File: src/rtl/iowr_pkg.sv
package iowr_pkg;

    typedef enum logic [2:0] {
        ST_IDLE,
        ST_ALLOC,
        ST_SEND,
        ST_WAIT,
        ST_DONE,
        ST_ERROR
    } iowr_state_e;

    localparam logic [2:0]  CPL_SUCCESS = 3'b000;
    localparam logic [7:0]  IO_WRITE_KIND = 8'h42;
    localparam logic [15:0] HOST_REQ_ID = 16'h0000;

endpackage

File: src/rtl/iowr_split.sv
// Sizes one request so that it stays inside a single 32-bit word.
module iowr_split #(
    parameter int LEN_W = 16
) (
    input  logic [1:0]       lane,
    input  logic [LEN_W-1:0] remaining,
    output logic [2:0]       nbytes,
    output logic [3:0]       be
);
    logic [2:0] room;
    logic [4:0] mask;

    always_comb begin
        room   = 3'd4 - {1'b0, lane};
        nbytes = (remaining < LEN_W'(room)) ? remaining[2:0] : room;
        mask   = (5'd1 << nbytes) - 5'd1;
        be     = 4'(mask[3:0] << lane);
    end
endmodule

File: src/rtl/iowr_tag_pool.sv
// Free-bit vector of tags; hands out the lowest free one.
module iowr_tag_pool #(
    parameter int NUM_TAGS = 4,
    parameter int TAG_W    = 2
) (
    input  logic             clk,
    input  logic             rst_n,
    input  logic             alloc_en,
    output logic [TAG_W-1:0] alloc_tag,
    output logic             any_free,
    input  logic             rel_en,
    input  logic [TAG_W-1:0] rel_tag
);
    logic [NUM_TAGS-1:0] free_d, free_q;
    logic                rel_ok;

    always_comb begin
        any_free  = |free_q;
        alloc_tag = '0;
        for (int i = NUM_TAGS - 1; i >= 0; i--) begin
            if (free_q[i]) alloc_tag = TAG_W'(i);
        end
        rel_ok = rel_en && (int'(rel_tag) < NUM_TAGS) && !free_q[rel_tag];
        free_d = free_q;
        if (alloc_en && any_free) free_d[alloc_tag] = 1'b0;
        if (rel_ok) free_d[rel_tag] = 1'b1;
    end

    always_ff @(posedge clk) begin
        if (!rst_n) free_q <= '1;
        else        free_q <= free_d;
    end

    AST_ALLOC_ONLY_FREE: assert property (@(posedge clk) disable iff (!rst_n)
        alloc_en |-> any_free && free_q[alloc_tag]);

    AST_RELEASE_FREES: assert property (@(posedge clk) disable iff (!rst_n)
        rel_ok |=> free_q[$past(rel_tag)]);
endmodule

File: src/rtl/iowr_timer.sv
// Counts wait cycles; flags the last allowed cycle of a nonzero limit.
module iowr_timer #(
    parameter int TO_W = 16
) (
    input  logic            clk,
    input  logic            rst_n,
    input  logic            clear,
    input  logic            run,
    input  logic [TO_W-1:0] limit,
    output logic            expired
);
    logic [TO_W-1:0] cnt_d, cnt_q;

    always_comb begin
        expired = run && (limit != '0) && (cnt_q == limit - TO_W'(1));
        cnt_d   = cnt_q;
        if (clear)                cnt_d = '0;
        else if (run && !expired) cnt_d = cnt_q + TO_W'(1);
    end

    always_ff @(posedge clk) begin
        if (!rst_n) cnt_q <= '0;
        else        cnt_q <= cnt_d;
    end
endmodule

File: src/rtl/iowr_requester.sv
module iowr_requester
    import iowr_pkg::*;
#(
    parameter int ADDR_W   = 32,
    parameter int LEN_W    = 16,
    parameter int TO_W     = 16,
    parameter int NUM_TAGS = 4,
    localparam int TAG_W   = (NUM_TAGS > 1) ? $clog2(NUM_TAGS) : 1
) (
    input  logic              clk,
    input  logic              rst_n,
    input  logic              cmd_valid,
    output logic              cmd_ready,
    input  logic [ADDR_W-1:0] cmd_addr,
    input  logic [LEN_W-1:0]  cmd_len,
    input  logic [TO_W-1:0]   cmd_timeout,
    output logic              req_valid,
    input  logic              req_ready,
    output logic [ADDR_W-1:0] req_addr,
    output logic [3:0]        req_be,
    output logic [2:0]        req_bytes,
    output logic [LEN_W-1:0]  req_offset,
    output logic [TAG_W-1:0]  req_tag,
    output logic [7:0]        req_kind,
    output logic [15:0]       req_rid,
    input  logic              cpl_valid,
    input  logic [TAG_W-1:0]  cpl_tag,
    input  logic [2:0]        cpl_status,
    output logic              done,
    output logic              error
);
    typedef struct packed {
        iowr_state_e       st;
        logic [ADDR_W-1:0] addr;
        logic [LEN_W-1:0]  rem;
        logic [LEN_W-1:0]  off;
        logic [TO_W-1:0]   limit;
        logic [TAG_W-1:0]  tag;
    } regs_t;

    regs_t            r_d, r_q;
    logic [2:0]       nbytes;
    logic [3:0]       be;
    logic             alloc_en, any_free;
    logic [TAG_W-1:0] alloc_tag;
    logic             tmr_clear, tmr_run, expired;
    logic             cpl_hit;

    iowr_split #(.LEN_W(LEN_W)) u_split (
        .lane      (r_q.addr[1:0]),
        .remaining (r_q.rem),
        .nbytes    (nbytes),
        .be        (be)
    );

    iowr_tag_pool #(.NUM_TAGS(NUM_TAGS), .TAG_W(TAG_W)) u_pool (
        .clk       (clk),
        .rst_n     (rst_n),
        .alloc_en  (alloc_en),
        .alloc_tag (alloc_tag),
        .any_free  (any_free),
        .rel_en    (cpl_valid),
        .rel_tag   (cpl_tag)
    );

    iowr_timer #(.TO_W(TO_W)) u_timer (
        .clk     (clk),
        .rst_n   (rst_n),
        .clear   (tmr_clear),
        .run     (tmr_run),
        .limit   (r_q.limit),
        .expired (expired)
    );

    always_comb begin
        r_d       = r_q;
        alloc_en  = 1'b0;
        tmr_clear = (r_q.st == ST_SEND);
        tmr_run   = (r_q.st == ST_WAIT);
        cpl_hit   = cpl_valid && (r_q.st == ST_WAIT) && (cpl_tag == r_q.tag);
        case (r_q.st)
            ST_IDLE: begin
                if (cmd_valid) begin
                    r_d.addr  = cmd_addr;
                    r_d.rem   = cmd_len;
                    r_d.off   = '0;
                    r_d.limit = cmd_timeout;
                    r_d.st    = (cmd_len == '0) ? ST_DONE : ST_ALLOC;
                end
            end
            ST_ALLOC: begin
                if (any_free) begin
                    alloc_en = 1'b1;
                    r_d.tag  = alloc_tag;
                    r_d.st   = ST_SEND;
                end
            end
            ST_SEND: begin
                if (req_ready) r_d.st = ST_WAIT;
            end
            ST_WAIT: begin
                if (cpl_hit) begin
                    if (cpl_status == CPL_SUCCESS) begin
                        r_d.addr = r_q.addr + ADDR_W'(nbytes);
                        r_d.rem  = r_q.rem - LEN_W'(nbytes);
                        r_d.off  = r_q.off + LEN_W'(nbytes);
                        r_d.st   = (r_q.rem == LEN_W'(nbytes)) ? ST_DONE : ST_ALLOC;
                    end else begin
                        r_d.st = ST_ERROR;
                    end
                end else if (expired) begin
                    r_d.st = ST_ERROR;
                end
            end
            ST_DONE:  r_d.st = ST_IDLE;
            ST_ERROR: r_d.st = ST_IDLE;
            default:  r_d.st = ST_IDLE;
        endcase
    end

    always_ff @(posedge clk) begin
        if (!rst_n) begin
            r_q.st    <= ST_IDLE;
            r_q.addr  <= '0;
            r_q.rem   <= '0;
            r_q.off   <= '0;
            r_q.limit <= '0;
            r_q.tag   <= '0;
        end else begin
            r_q <= r_d;
        end
    end

    assign cmd_ready  = (r_q.st == ST_IDLE);
    assign req_valid  = (r_q.st == ST_SEND);
    assign req_addr   = r_q.addr;
    assign req_be     = be;
    assign req_bytes  = nbytes;
    assign req_offset = r_q.off;
    assign req_tag    = r_q.tag;
    assign req_kind   = IO_WRITE_KIND;
    assign req_rid    = HOST_REQ_ID;
    assign done       = (r_q.st == ST_DONE);
    assign error      = (r_q.st == ST_ERROR);

    AST_REQ_HOLD: assert property (@(posedge clk) disable iff (!rst_n)
        req_valid && !req_ready |=> req_valid && $stable(req_addr) && $stable(req_be) && $stable(req_tag) && $stable(req_offset));

    AST_BE_MATCHES_COUNT: assert property (@(posedge clk) disable iff (!rst_n)
        req_valid |-> ($countones(req_be) == int'(req_bytes)) && (req_be[req_addr[1:0]] == 1'b1));

    AST_NO_LANE_CROSS: assert property (@(posedge clk) disable iff (!rst_n)
        req_valid |-> ({2'b00, req_addr[1:0]} + {1'b0, req_bytes}) <= 4'd4);

    AST_WAIT_HELD: assert property (@(posedge clk) disable iff (!rst_n)
        (r_q.st == ST_WAIT) && !cpl_hit && !expired |=> (r_q.st == ST_WAIT) && !req_valid);

    AST_NO_TIMEOUT_UNARMED: assert property (@(posedge clk) disable iff (!rst_n)
        (r_q.st == ST_WAIT) && !cpl_valid && (r_q.limit == '0) |=> !error);

    AST_DONE_ERR_EXCL: assert property (@(posedge clk) disable iff (!rst_n)
        !(done && error));

    AST_PULSES_SHORT: assert property (@(posedge clk) disable iff (!rst_n)
        done || error |=> !done && !error);
endmodule

File: config.mk
export PLATFORM = sky130hd
export DESIGN_NAME = iowr_requester
export DESIGN_NICKNAME = d
export VERILOG_FILES = /design/src/rtl/iowr_pkg.sv /design/src/rtl/iowr_split.sv /design/src/rtl/iowr_tag_pool.sv /design/src/rtl/iowr_timer.sv /design/src/rtl/iowr_requester.sv
export SDC_FILE = /design/constraint.sdc
export NUM_CORES = 1
export LEC_CHECK = 0
export CAP_MARGIN = 15
export CORE_MARGIN = 2
export CORE_UTILIZATION = 55
export DETAILED_ROUTE_END_ITERATION = 16
export DONT_BUFFER_PORTS = 1
export GPL_TIMING_DRIVEN = 0
export PLACE_DENSITY = 0.77
export SYNTH_ARGS = -nofsm -noshare
export SYNTH_HDL_FRONTEND = slang
export SYNTH_SLANG_ARGS = --single-unit
File: constraint.sdc
create_clock -name clk -period 14.3 [get_ports clk]
set_clock_uncertainty 0.05 [all_clocks]
set_input_delay 2.86 -clock clk [delete_from_list [all_inputs] [get_ports clk]]
set_output_delay 2.86 -clock clk [all_outputs]
set_load 0.005 [all_outputs]
==> impl_summary.log, run 1 <==
INFO  metric synth.distinct_cells = 75
INFO  metric overall_die_area = 14000 um2
INFO  metric power-per-cell-area = ~180 nW/um2
INFO  metric outcome = finished, final reports clean
INFO  metric share_of_the_yosys_chip_area_belonging_to_registers = 0.293
INFO  metric synth_top_family_by_area = simple AND/OR/NAND/NOR gates
INFO  metric final_cell_count_no_fill = about 1100
INFO  metric cts_hold_buffers = 0
INFO  metric final_period_minus_worst_setup_slack = ~7.3 ns
INFO  metric maxSlewViolCount = 0
INFO  metric post-place-cells = about 1100
INFO  metric post-route-drc-count = 0
INFO  metric internal_power = 0.000797 W
INFO  metric power_leakage = 3.15 nW
INFO  metric finalWeightedCongestion = 0.946
INFO  metric post_synth_fa_ha_maj_area_fraction = 0.0345
INFO  metric postLayoutCoreUtil = 0.616
INFO  metric post_synth_and_or_nand_nor_area_fraction = 0.261
INFO  metric postSynth.topFlopCell = sky130_fd_sc_hd__dfxtp_1
INFO  metric tns = 0 ns
INFO  metric clk-insertion-delay-late = around 0.36 ns
INFO  metric total_detailed_routing_wirelength = approximately 21000 um
INFO  metric worstHoldPathType = reg2reg
INFO  metric cts_made_buffers = 9
INFO  metric worst_ep_arrival_time = approximately 4.4 ns
INFO  metric critical-path-max-stage-delay = 1.00 ns
INFO  metric final_nets = between 1000 and 1500
INFO  metric syn_avg_cell_area = 7.66 um2
INFO  metric core.rowCount = just over 40
INFO  metric tightestPinTransition = approximately 1.1 ns
INFO  metric floorplan.initialDensity = 0.567
INFO  metric vdd.ir_drop.worst = roughly 0.19 mV
INFO  metric num_vias = 6862
INFO  metric numPortBuffers = 0
INFO  metric wl_cell = around 18 um
INFO  metric multiInputGateArea = 4290 um2
INFO  metric clk_sinks = roughly 110
INFO  metric grt_first_pass_wirelength = ~33000 um
INFO  metric synth-async-reset-ratio = 0
INFO  metric crit_slowest_cell = sky130_fd_sc_hd__mux2i_1
INFO  metric synth_area = 7180 um2
INFO  metric synth.top_cells.by_count = sky130_fd_sc_hd__nand2_1, sky130_fd_sc_hd__dfxtp_1, sky130_fd_sc_hd__buf_4, sky130_fd_sc_hd__a21oi_1, sky130_fd_sc_hd__o21ai_0
INFO  metric pre_cts_slack = approximately 7.4 ns
INFO  metric finalSetupViolations = 0
INFO  metric clock_tree_from_tritoncts = built
INFO  metric worstPathMaxFanout = 10
INFO  metric clockRootBuffer = sky130_fd_sc_hd__clkbuf_16
INFO  metric grt_antenna_before_repair = 0
INFO  metric p_clk_frac = 0.189
INFO  metric rsz0062_at_grt = false
INFO  metric startpoint_to_endpoint_class_of_the_critical_path = reg2out
INFO  metric synth-warning-count = 0
INFO  metric synth_xor_xnor_area_share = 0.0460
INFO  metric post-synth-top-count-cell = sky130_fd_sc_hd__nand2_1
INFO  metric fmax = approximately 140 MHz
INFO  metric die_height = 118 um
INFO  metric critPathCaptureType = primary output
INFO  metric synth_enable_flop_cells = 0
INFO  metric cts.repair_timing.setup_buffer_count = 0
INFO  metric proportion_of_layout_cells_with_a_drive_suffix_above_1 = 0.123
INFO  metric sequential_cell_area = 2100 um2
INFO  metric timing.critical_path.required = 11.39 ns
INFO  metric largest_net_degree_at_the_start_of_global_routing = 17
INFO  metric die_w = 118 um
INFO  metric sequentialPowerShare = 0.279
INFO  metric via_count_of_the_first_global_routing_pass = between 6000 and 7000
INFO  metric finalCritPeriodShare = 0.509
INFO  metric area_fraction_in_compound_gates_after_synthesis = 0.231
INFO  metric fill_cells = roughly 1200
INFO  metric synth_area_leaders = sky130_fd_sc_hd__dfxtp_1, sky130_fd_sc_hd__buf_4, sky130_fd_sc_hd__nand2_1
INFO  metric num_io_pins = roughly 160
INFO  metric clk_transition_reported_paths = ~0.070 ns
INFO  metric route.detailed.vias_per_inst = between 5 and 6
INFO  metric crit_path_start_kind = flop
INFO  metric max_cap_viols = 0
INFO  metric synth_top_area_cell = sky130_fd_sc_hd__dfxtp_1
INFO  metric globalRouteTotalUtil = 0.292
INFO  metric worst_slew_margin_rel = 0.213
INFO  metric cts-resized-gates = 0
INFO  metric num_antenna_cells = 0
INFO  metric first_pass_iters = 6
INFO  metric cts_max_level = 3
INFO  metric synth_top_area_share = 0.293
INFO  metric power.share.combinational = 0.532
INFO  metric area_growth = 8.62%
INFO  metric globalRoute.totalOverflow = 0
INFO  metric hold_viol = 0
INFO  metric net_switching_power_of_the_design = 0.000646 W
INFO  metric worstPathCellList = clkbuf_1, inv_1, ha_1, inv_1, ha_1, a21o_1, a2111oi_4, mux2i_1, nand3_1, xor2_1, nand2_1, a31o_2
INFO  metric switching_share_of_power = 0.448
INFO  metric drt-initial-drc-count = 767
INFO  metric buffers_from_clock_root_to_sink_at_most = 2
INFO  metric multiplexer_share_of_the_synthesized_area = 0.0127
INFO  metric timing.final.ws_setup = between 7 and 8 ns
INFO  metric post_synth_inst_count = between 900 and 1000
INFO  metric coreArea = ~13000 um2
INFO  metric yosys_register_bits = between 100 and 150
INFO  metric dp_hpwl = 15300 um
INFO  metric number_of_nets_with_antenna_violations_after_routing = 0
==> layer usage <==
layer  share of wire  global-route usage  up-vias
li1                -                   -     3302
met1            0.42               0.366     3185
met2            0.46               0.472      323
met3           0.092              0.0811       52
met4           0.033               0.117        0
met5               0                   0        -
==> worst max-delay path: cells and delay by family, from the launching register on <==
kind            cells  cell delay [ns]
simple gates        2             0.29
mux                 1             1.00
buf+inv             3             0.55
xor+xnor            1             0.19
fa+ha+maj           2             0.63
flops               1             0.36
compound gates      3             1.00
==> registers in the layout, summed over array words and instances (netlist names) <==
signal	count
req_offset	16
req_tag	2
r_q	35
u_pool.free_q	4
req_addr	32
u_timer.cnt_q	16
==> through the flow <==
step	power [W]	hold slack (ns)	area, um2
after floorplan	0.000974	0.407	7270
after global placement	0.00114	0.419	7480
after detailed placement	0.00115	0.435	7480
after CTS	0.00143	0.444	7800
after global routing	0.00154	0.476	7800
final	0.00144	0.442	7800
==> placed cells by master (no fill, tap or decap), types with 7 or more instances in the layout <==
master	synthesis	layout
sky130_fd_sc_hd__a22oi_1	8	8
sky130_fd_sc_hd__clkbuf_16	0	9
sky130_fd_sc_hd__nand4_1	16	16
sky130_fd_sc_hd__o211ai_1	7	7
sky130_fd_sc_hd__inv_1	25	25
sky130_fd_sc_hd__buf_4	76	76
sky130_fd_sc_hd__a21oi_1	69	69
sky130_fd_sc_hd__and3_1	16	16
sky130_fd_sc_hd__and2_1	22	22
sky130_fd_sc_hd__o21ai_0	61	61
sky130_fd_sc_hd__xnor2_1	20	20
sky130_fd_sc_hd__mux2i_1	8	8
sky130_fd_sc_hd__nor4_1	9	9
sky130_fd_sc_hd__o211a_1	8	8
sky130_fd_sc_hd__a21boi_0	20	20
sky130_fd_sc_hd__nand2_1	117	117
sky130_fd_sc_hd__dfxtp_1	105	105
sky130_fd_sc_hd__nand3_1	32	32
sky130_fd_sc_hd__conb_1	2	24
sky130_fd_sc_hd__nor2_1	58	58
sky130_fd_sc_hd__or3_1	9	9
sky130_fd_sc_hd__clkbuf_1	47	48
sky130_fd_sc_hd__nor2b_1	19	19
sky130_fd_sc_hd__nor3_1	27	27
sky130_fd_sc_hd__nor3b_1	8	8
sky130_fd_sc_hd__xor2_1	15	15
sky130_fd_sc_hd__nand2b_1	10	10
sky130_fd_sc_hd__ha_1	15	15
sky130_fd_sc_hd__a31oi_1	7	7
==> layout make-up <==
| cell class | count | share of cell area |
|---|---|---|
| multi-input combinational | 702 | 0.550 |
| sequential | 105 | 0.269 |
| buffer | 128 | 0.100 |
| clock buffer | 11 | 0.0311 |
| tap | 172 | 0.0276 |
| inverter | 25 | 0.0120 |
| clock inverter | 5 | 0.0101 |
==> final timing paths <==
check / startpoint / endpoint / slack, ns / cells past startpoint
worst max-delay path: req_addr[0] / req_be[3] / 7.02 / 12
worst min-delay path: req_offset[15] / req_offset[15] / 0.44 / 2
worst max register to register: req_addr[0] / req_addr[28] / 8.55 / 17
worst min register to register: req_offset[15] / req_offset[15] / 0.44 / 2
==> power groups by stage <==
stage	sequential, W	combinational, W	clock [W]
floorplan	0.000389	0.000585	0
global placement	0.000405	0.000736	0
detailed placement	0.000406	0.000745	0
CTS	0.000400	0.000754	0.000276
global route	0.000409	0.000844	0.000287
finish	0.000402	0.000768	0.000273
==> cells by family (layout without fill, tap and decap cells) <==
group                      after synthesis  in the layout
AOI/OAI and AO/OA                      247            247
xor gates and xnor gates                36             36
adders and majority gates               18             18
buffers and inverters                  153            169
DFF                                    105            105
muxes                                    9              9
other                                    2             24
and+or+nand+nor                        368            368
(Power assumes the default switching activity.)
==> inputs of run 2 (changes only) <==
Settings changed: PLACE_DENSITY 0.77 to 0.8.
Clock period 14.3 ns to 6.38 ns, I/O delays scaled along.
==> run 2 against run 1 <==
  * First-iteration DRC count down 7.7%
  * Non-clock buffer count unchanged
  * Clock power up 100%
  * Combinational power up 120%
  * Design area down 0.45%
  * Final cell count unchanged
  * Total power up 120%
  * Via count up 1.1%
  * Sequential share of layout area up 0.12 points
  * Critical path type is now reg2reg
  * Largest cell class unchanged
  * Highest routed layer unchanged
==> impl_summary.log, run 2 (same netlist as run 1, synthesis figures left out) <==
INFO  metric drt-initial-drc-count = 708 (-7.7%)
INFO  metric worst_slew_margin_rel = 0.233 (+0.0201)
INFO  metric number_of_nets_with_antenna_violations_after_routing = 0 (unchanged)
INFO  metric cts-resized-gates = 0 (unchanged)
INFO  metric fill_cells = 1193 (-0.084%)
INFO  metric crit_buf_inv = 3 (unchanged)
INFO  metric fmax = about 170 MHz
INFO  metric globalRoute.totalOverflow = 0 (unchanged)
INFO  metric largest_net_degree_at_the_start_of_global_routing = 16 (-1)
INFO  metric cts_max_level = 3 (unchanged)
INFO  metric worstHoldPathType = reg2reg
INFO  metric core.rowCount = 41 (unchanged)
INFO  metric die_height = 118 um (unchanged)
INFO  metric num_io_pins = 159 (unchanged)
INFO  metric outcome = finished, final reports clean
INFO  metric post-route-drc-count = 0 (unchanged)
INFO  metric registers.top_by_ff_count = r_q
INFO  metric tns = 0 ns (unchanged)
INFO  metric clk_transition_reported_paths = 0.07 ns (about the same)
INFO  metric finalSetupViolations = 0 (unchanged)
INFO  metric worstPathCellList = clkbuf_1, inv_1, ha_1, inv_1, ha_1, a21o_1, a2111oi_4, mux2i_1, fa_1, a21oi_1, nor2_1, nand3_1, nor2_1, nand3_1, xnor2_1, a221oi_1, nor2_1
INFO  metric clock_tree_from_tritoncts = built
INFO  metric layout.cells.most_common_list = sky130_fd_sc_hd__nand2_1, sky130_fd_sc_hd__dfxtp_1, sky130_fd_sc_hd__buf_4, sky130_fd_sc_hd__a21oi_1, sky130_fd_sc_hd__o21ai_0
INFO  metric maxSlewViolCount = 0 (unchanged)
INFO  metric crit_path_start_kind = flop
INFO  metric num_vias = 6935 (+1.1%)
INFO  metric coreArea = 12700 um2 (unchanged)
INFO  metric floorplan.initialDensity = 0.567 (unchanged)
INFO  metric dp_hpwl = 15200 um (-0.39%)
INFO  metric numPortBuffers = 0 (unchanged)
INFO  metric clockRootBuffer = sky130_fd_sc_hd__clkbuf_16
INFO  metric finalWeightedCongestion = 0.985 (+4.1%)
INFO  metric worst_ep_arrival_time = 5.98 ns (+1.61 ns)
INFO  metric overall_die_area = 14000 um2 (unchanged)
INFO  metric most_common_library_cell_in_the_layout_ignoring_fill_and_taps = sky130_fd_sc_hd__nand2_1
INFO  metric timing.final.ws_setup = 0.599 ns (-6.42 ns)
INFO  metric worstPathMaxFanout = 10 (unchanged)
INFO  metric critical-path-max-stage-delay = 0.98 ns (-0.02 ns)
INFO  metric cts.repair_timing.setup_buffer_count = 0 (unchanged)
INFO  metric cts_made_buffers = 9 (unchanged)
INFO  metric proportion_of_layout_cells_with_a_drive_suffix_above_1 = 0.121 (-0.00205)
INFO  metric area_growth = 8.13%
INFO  metric hold_viol = 0 (unchanged)
INFO  metric crit_family = simple AND/OR/NAND/NOR gates
INFO  metric sequential_cell_area = 2100 um2 (unchanged)
INFO  metric die_w = 118 um (unchanged)
INFO  metric startpoint_to_endpoint_class_of_the_critical_path = reg2reg
INFO  metric route.detailed.vias_per_inst = 6.04 (+1.1%)
INFO  metric largest_register_ff_count = 35 (unchanged)
INFO  metric via_count_of_the_first_global_routing_pass = 6589 (+1.7%)
INFO  metric worst_path_most_repeated_cell = sky130_fd_sc_hd__nor2_1
INFO  metric max_cap_viols = 0 (unchanged)
INFO  metric power_leakage = 3.13 nW (-0.61%)
INFO  metric buffers_from_clock_root_to_sink_at_most = 2 (unchanged)
INFO  metric cts_hold_buffers = 0 (unchanged)
INFO  metric final_nets = 1063 (unchanged)
INFO  metric rsz0062_at_grt = false
INFO  metric grt_first_pass_wirelength = 33400 um (+1.1%)
INFO  metric grt_antenna_before_repair = 0 (unchanged)
INFO  metric wl_cell = 18.0 um (-0.32%)
INFO  metric multiInputGateArea = 4290 um2 (unchanged)
INFO  metric total_detailed_routing_wirelength = 20600 um (-0.32%)
INFO  metric power-per-cell-area = 408 nW/um2 (+120%)
INFO  metric pre_cts_slack = 0.726 ns (-6.71 ns)
INFO  metric tightestPinTransition = 1.12 ns (-0.0293 ns)
INFO  metric first_pass_iters = 5 (-1)
INFO  metric final_period_minus_worst_setup_slack = roughly 5.8 ns
INFO  metric clk-insertion-delay-late = 0.36 ns (about the same)
INFO  metric crit_slowest_cell = sky130_fd_sc_hd__mux2i_1
INFO  metric clk_sinks = 105 (unchanged)
INFO  metric vdd.ir_drop.worst = 0.419 mV (+120%)
INFO  metric finalHoldWorstSlack = 0.440 ns (-0.00228 ns)
INFO  metric timing.critical_path.required = 6.58 ns (-4.81 ns)
INFO  metric num_antenna_cells = 0 (unchanged)
INFO  metric critPathCaptureType = flop
INFO  metric globalRouteTotalUtil = 0.293 (+0.000707)
INFO  metric finalCritPeriodShare = 0.906
==> run 2: tightest hold or removal path, cell delays in order (launching register included) <==
cell and delay [ns]:
sky130_fd_sc_hd__dfxtp_1 0.33, sky130_fd_sc_hd__nand2_1 0.05, sky130_fd_sc_hd__a21boi_0 0.06
==> run 2: per-stage QoR <==
stage                     total power (W)  std cells   util  area, um2
after floorplan                   0.00218        960      -       7270
after global placement            0.00254       1132  0.591       7480
after detailed placement          0.00258       1132  0.591       7480
after CTS                         0.00315       1148  0.613       7770
after global routing              0.00339       1148  0.613       7770
final                             0.00317       1148  0.613       7770
==> run 2: report_power, final <==
| group | switching (W) | internal, W | leakage, nW |
|---|---|---|---|
| clock network | 0.000250 | 0.000299 | 0.140 |
| registers | 0.000138 | 0.000764 | 0.854 |
| logic | 0.00105 | 0.000669 | 2.14 |
==> run 2: layout make-up <==
type                            count  area share
Clock inverter                      1     0.00113
Buffer                            128       0.100
Inverter                           25      0.0121
Multi-Input combinational cell    702       0.552
Sequential cell                   105       0.271
Clock buffer                       15      0.0358
Tap cell                          172      0.0277
==> run 2: path summary, 6_finish.rpt <==
check / cells past startpoint / slack [ns] / to / start
worst max-delay path: 17 / 0.60 / req_addr[28] / req_addr[0]
worst min-delay path: 2 / 0.44 / req_offset[0] / req_offset[0]
worst max register to register: 17 / 0.60 / req_addr[28] / req_addr[0]
worst min register to register: 2 / 0.44 / req_offset[0] / req_offset[0]
==> run 2: layer usage <==
metal	vias to the layer above	track usage	part of all wire
met1	3193	0.365	0.40
li1	3314	-	-
met4	0	0.110	0.034
met2	354	0.479	0.47
met3	74	0.0825	0.097
met5	-	0	0
==> inputs of run 3 (changes only) <==
==> constraint.sdc (replaced) <==
create_clock -name clk -period 4.86 [get_ports clk]
set_clock_uncertainty 0.05 [all_clocks]
set_input_delay 0.486 -clock clk [delete_from_list [all_inputs] [get_ports clk]]
set_output_delay 0.486 -clock clk [all_outputs]
set_load 0.005 [all_outputs]
==> run 3 against run 2 <==
  * Die area is the same
  * Sequential share of layout area shrank 0.25 points
  * Non-clock buffer count grew 2
  * Combinational power grew 39%
  * Maximum frequency grew 25%
  * Critical path depth grew 1
  * Clock power grew 31%
  * Hold slack lost 0.23 ns
  * Final cell count grew 0.17%
  * Total power grew 35%
  * Largest power group unchanged
==> impl_summary.log, run 3 (same netlist as run 1, synthesis figures left out) <==
INFO  metric finalWeightedCongestion = 0.985 (unchanged)
INFO  metric reg2reg_setup_slack = 0.22 ns (-0.38 ns)
INFO  metric clockRootBuffer = sky130_fd_sc_hd__clkbuf_16
INFO  metric cts_hold_buffers = 0 (unchanged)
INFO  metric coreArea = 12700 um2 (unchanged)
INFO  metric layout.cells.most_common_list = sky130_fd_sc_hd__nand2_1, sky130_fd_sc_hd__dfxtp_1, sky130_fd_sc_hd__buf_4, sky130_fd_sc_hd__a21oi_1, sky130_fd_sc_hd__o21ai_0
INFO  metric grt_first_pass_wirelength = 33600 um (+0.58%)
INFO  metric hold_viol = 0 (unchanged)
INFO  metric tightestPinTransition = 0.807 ns (-0.312 ns)
INFO  metric wl_cell = 18.0 um (+0.31%)
INFO  metric grt_antenna_before_repair = 0 (unchanged)
INFO  metric largest_net_degree_at_the_start_of_global_routing = 16 (unchanged)
INFO  metric overall_die_area = 14000 um2 (unchanged)
INFO  metric post-place-cells = 1132 (unchanged)
INFO  metric num_io_pins = 159 (unchanged)
INFO  metric hold_start = cmd_addr[12]
INFO  metric registers.top_by_ff_count = r_q
INFO  metric finalCritPeriodShare = 0.954 (+0.0481)
INFO  metric crit_path_start_kind = flop
INFO  metric final_period_minus_worst_setup_slack = 4.64 ns (-1.14 ns)
INFO  metric largest_register_ff_count = 35 (unchanged)
INFO  metric worst_slew_margin_rel = 0.456 (+0.223)
INFO  metric area_growth = 9.14%
INFO  metric worstPathMaxFanout = 8 (-2)
INFO  metric total_detailed_routing_wirelength = 20700 um (+0.48%)
INFO  metric worstHoldPathType = in2reg
INFO  metric worst_ep_arrival_time = 4.84 ns (-1.14 ns)
INFO  metric number_of_nets_with_antenna_violations_after_routing = 0 (unchanged)
INFO  metric clk_sinks = 105 (unchanged)
INFO  metric drt-initial-drc-count = 710 (+0.28%)
INFO  metric die_w = 118 um (unchanged)
INFO  metric first_pass_iters = 6 (+1)
INFO  metric final_cell_count_no_fill = 1150 (+0.17%)
INFO  metric startpoint_to_endpoint_class_of_the_critical_path = reg2reg
INFO  metric num_vias = 6957 (+0.32%)
INFO  metric timing.critical_path.required = 5.06 ns (-1.52 ns)
INFO  metric power-per-cell-area = 547 nW/um2 (+34%)
INFO  metric timing.hold.worst_endpoint = req_addr[12]
INFO  metric clk-insertion-delay-late = 0.36 ns (about the same)
INFO  metric pre_cts_slack = -0.794 ns (-1.52 ns)
INFO  metric vdd.ir_drop.worst = 0.560 mV (+34%)
INFO  metric finalHoldWorstSlack = 0.213 ns (-0.227 ns)
INFO  metric outcome = finished, final reports clean
INFO  metric route.detailed.vias_per_inst = 6.05 (+0.14%)
INFO  metric core.rowCount = 41 (unchanged)
INFO  metric num_antenna_cells = 0 (unchanged)
INFO  metric finalSetupViolations = 0 (unchanged)
INFO  metric critPathCaptureType = flop
INFO  metric most_common_library_cell_in_the_layout_ignoring_fill_and_taps = sky130_fd_sc_hd__nand2_1
INFO  metric max_cap_viols = 0 (unchanged)
INFO  metric whs_path_depth = 2 (unchanged)
INFO  metric cts_made_buffers = 9 (unchanged)
INFO  metric post-route-drc-count = 0 (unchanged)
INFO  metric r2r_end = req_addr[31]
INFO  metric rr_worst_depth = 18 (+1)
INFO  metric via_count_of_the_first_global_routing_pass = 6621 (+0.49%)
INFO  metric globalRouteTotalUtil = 0.294 (+0.00146)
INFO  metric fill_cells = 1184 (-0.75%)
INFO  metric reg2reg_from = req_addr[1]
INFO  metric power_leakage = 3.16 nW (+0.84%)
INFO  metric globalRoute.totalOverflow = 0 (unchanged)
INFO  metric clock_tree_from_tritoncts = built
INFO  metric clk_transition_reported_paths = 0.07 ns (about the same)
INFO  metric die_height = 118 um (unchanged)
INFO  metric timing.final.ws_setup = 0.222 ns (-0.376 ns)
INFO  metric maxSlewViolCount = 0 (unchanged)
INFO  metric proportion_of_layout_cells_with_a_drive_suffix_above_1 = 0.134 (+0.0130)
INFO  metric dp_hpwl = 15200 um (unchanged)
INFO  metric tns = 0 ns (unchanged)
INFO  metric final_nets = 1065 (+0.19%)
INFO  metric buffers_from_clock_root_to_sink_at_most = 2 (unchanged)
INFO  metric fmax = 216 MHz (+25%)
INFO  metric floorplan.initialDensity = 0.567 (unchanged)
INFO  metric numPortBuffers = 0 (unchanged)
INFO  metric cts_max_level = 3 (unchanged)
[run 3: routing by layer]
metal	GRT usage	vias up	wire, um
li1	-	3317	-
met1	0.365	3219	8240
met2	0.483	357	9770
met3	0.0835	64	2080
met4	0.111	0	649
met5	0	-	0
[run 3: what timing repair did]
item                       CTS  global route
resized for setup            8            12
setup endpoints to repair   47            16
pin swaps                    1             1
buffers inserted             2             0
hold endpoints to repair     0             0
[run 3: worst max path at each step]
| stage | to | depth (start not counted) | slack [ns] | from |
|---|---|---|---|---|
| floorplan | r_q[45] | 18 | 0.19 | req_addr[0] |
| global placement | req_addr[28] | 17 | -0.73 | req_addr[0] |
| detailed placement | req_addr[28] | 17 | -0.79 | req_addr[0] |
| CTS | req_addr[28] | 20 | 0.09 | req_addr[1] |
| global route | req_addr[28] | 20 | -0.05 | req_addr[0] |
| finish | req_addr[31] | 18 | 0.22 | req_addr[1] |
[run 3: worst max-delay path: stages (launching register included)]
cell                        delay, ns
sky130_fd_sc_hd__dfxtp_1         0.42
sky130_fd_sc_hd__buf_2           0.22
sky130_fd_sc_hd__inv_1           0.08
sky130_fd_sc_hd__ha_1            0.31
sky130_fd_sc_hd__inv_1           0.14
sky130_fd_sc_hd__ha_1            0.25
sky130_fd_sc_hd__a21o_1          0.18
sky130_fd_sc_hd__a2111oi_4       0.30
sky130_fd_sc_hd__buf_4           0.18
sky130_fd_sc_hd__mux2i_4         0.45
sky130_fd_sc_hd__ha_1            0.24
sky130_fd_sc_hd__a21o_1          0.10
sky130_fd_sc_hd__a21oi_2         0.12
sky130_fd_sc_hd__or3_1           0.42
sky130_fd_sc_hd__nor2_1          0.40
sky130_fd_sc_hd__nand4_1         0.22
sky130_fd_sc_hd__mux2i_1         0.19
sky130_fd_sc_hd__o211ai_1        0.09
sky130_fd_sc_hd__and2_1          0.17
[run 3: metrics by stage]
stage	instance area, um2	total power [W]	utilization
finish	7840	0.00429	0.619
global route	7840	0.00459	0.619
CTS	7810	0.00421	0.617
detailed placement	7480	0.00339	0.591
global placement	7480	0.00334	0.591
floorplan	7270	0.00286	-
[run 3: power by group]
group | total (W) | switching (W) | internal (W)
sequential | 0.00118 | 0.000182 | 0.00100
clock | 0.000718 | 0.000326 | 0.000392
combinational | 0.00239 | 0.00144 | 0.000952
total | 0.00429 | 0.00194 | 0.00235
[run 3: final cells by class]
cell class                      count  area [um2]  share of cell area
Multi-Input combinational cell    702        4340               0.554
Sequential cell                   105        2100               0.268
Buffer                            128         786               0.100
Clock buffer                       15         278              0.0354
Tap cell                          172         215              0.0274
Inverter                           25        93.8              0.0120
Timing Repair Buffer                2        15.0             0.00191
Clock inverter                      1        8.76             0.00112
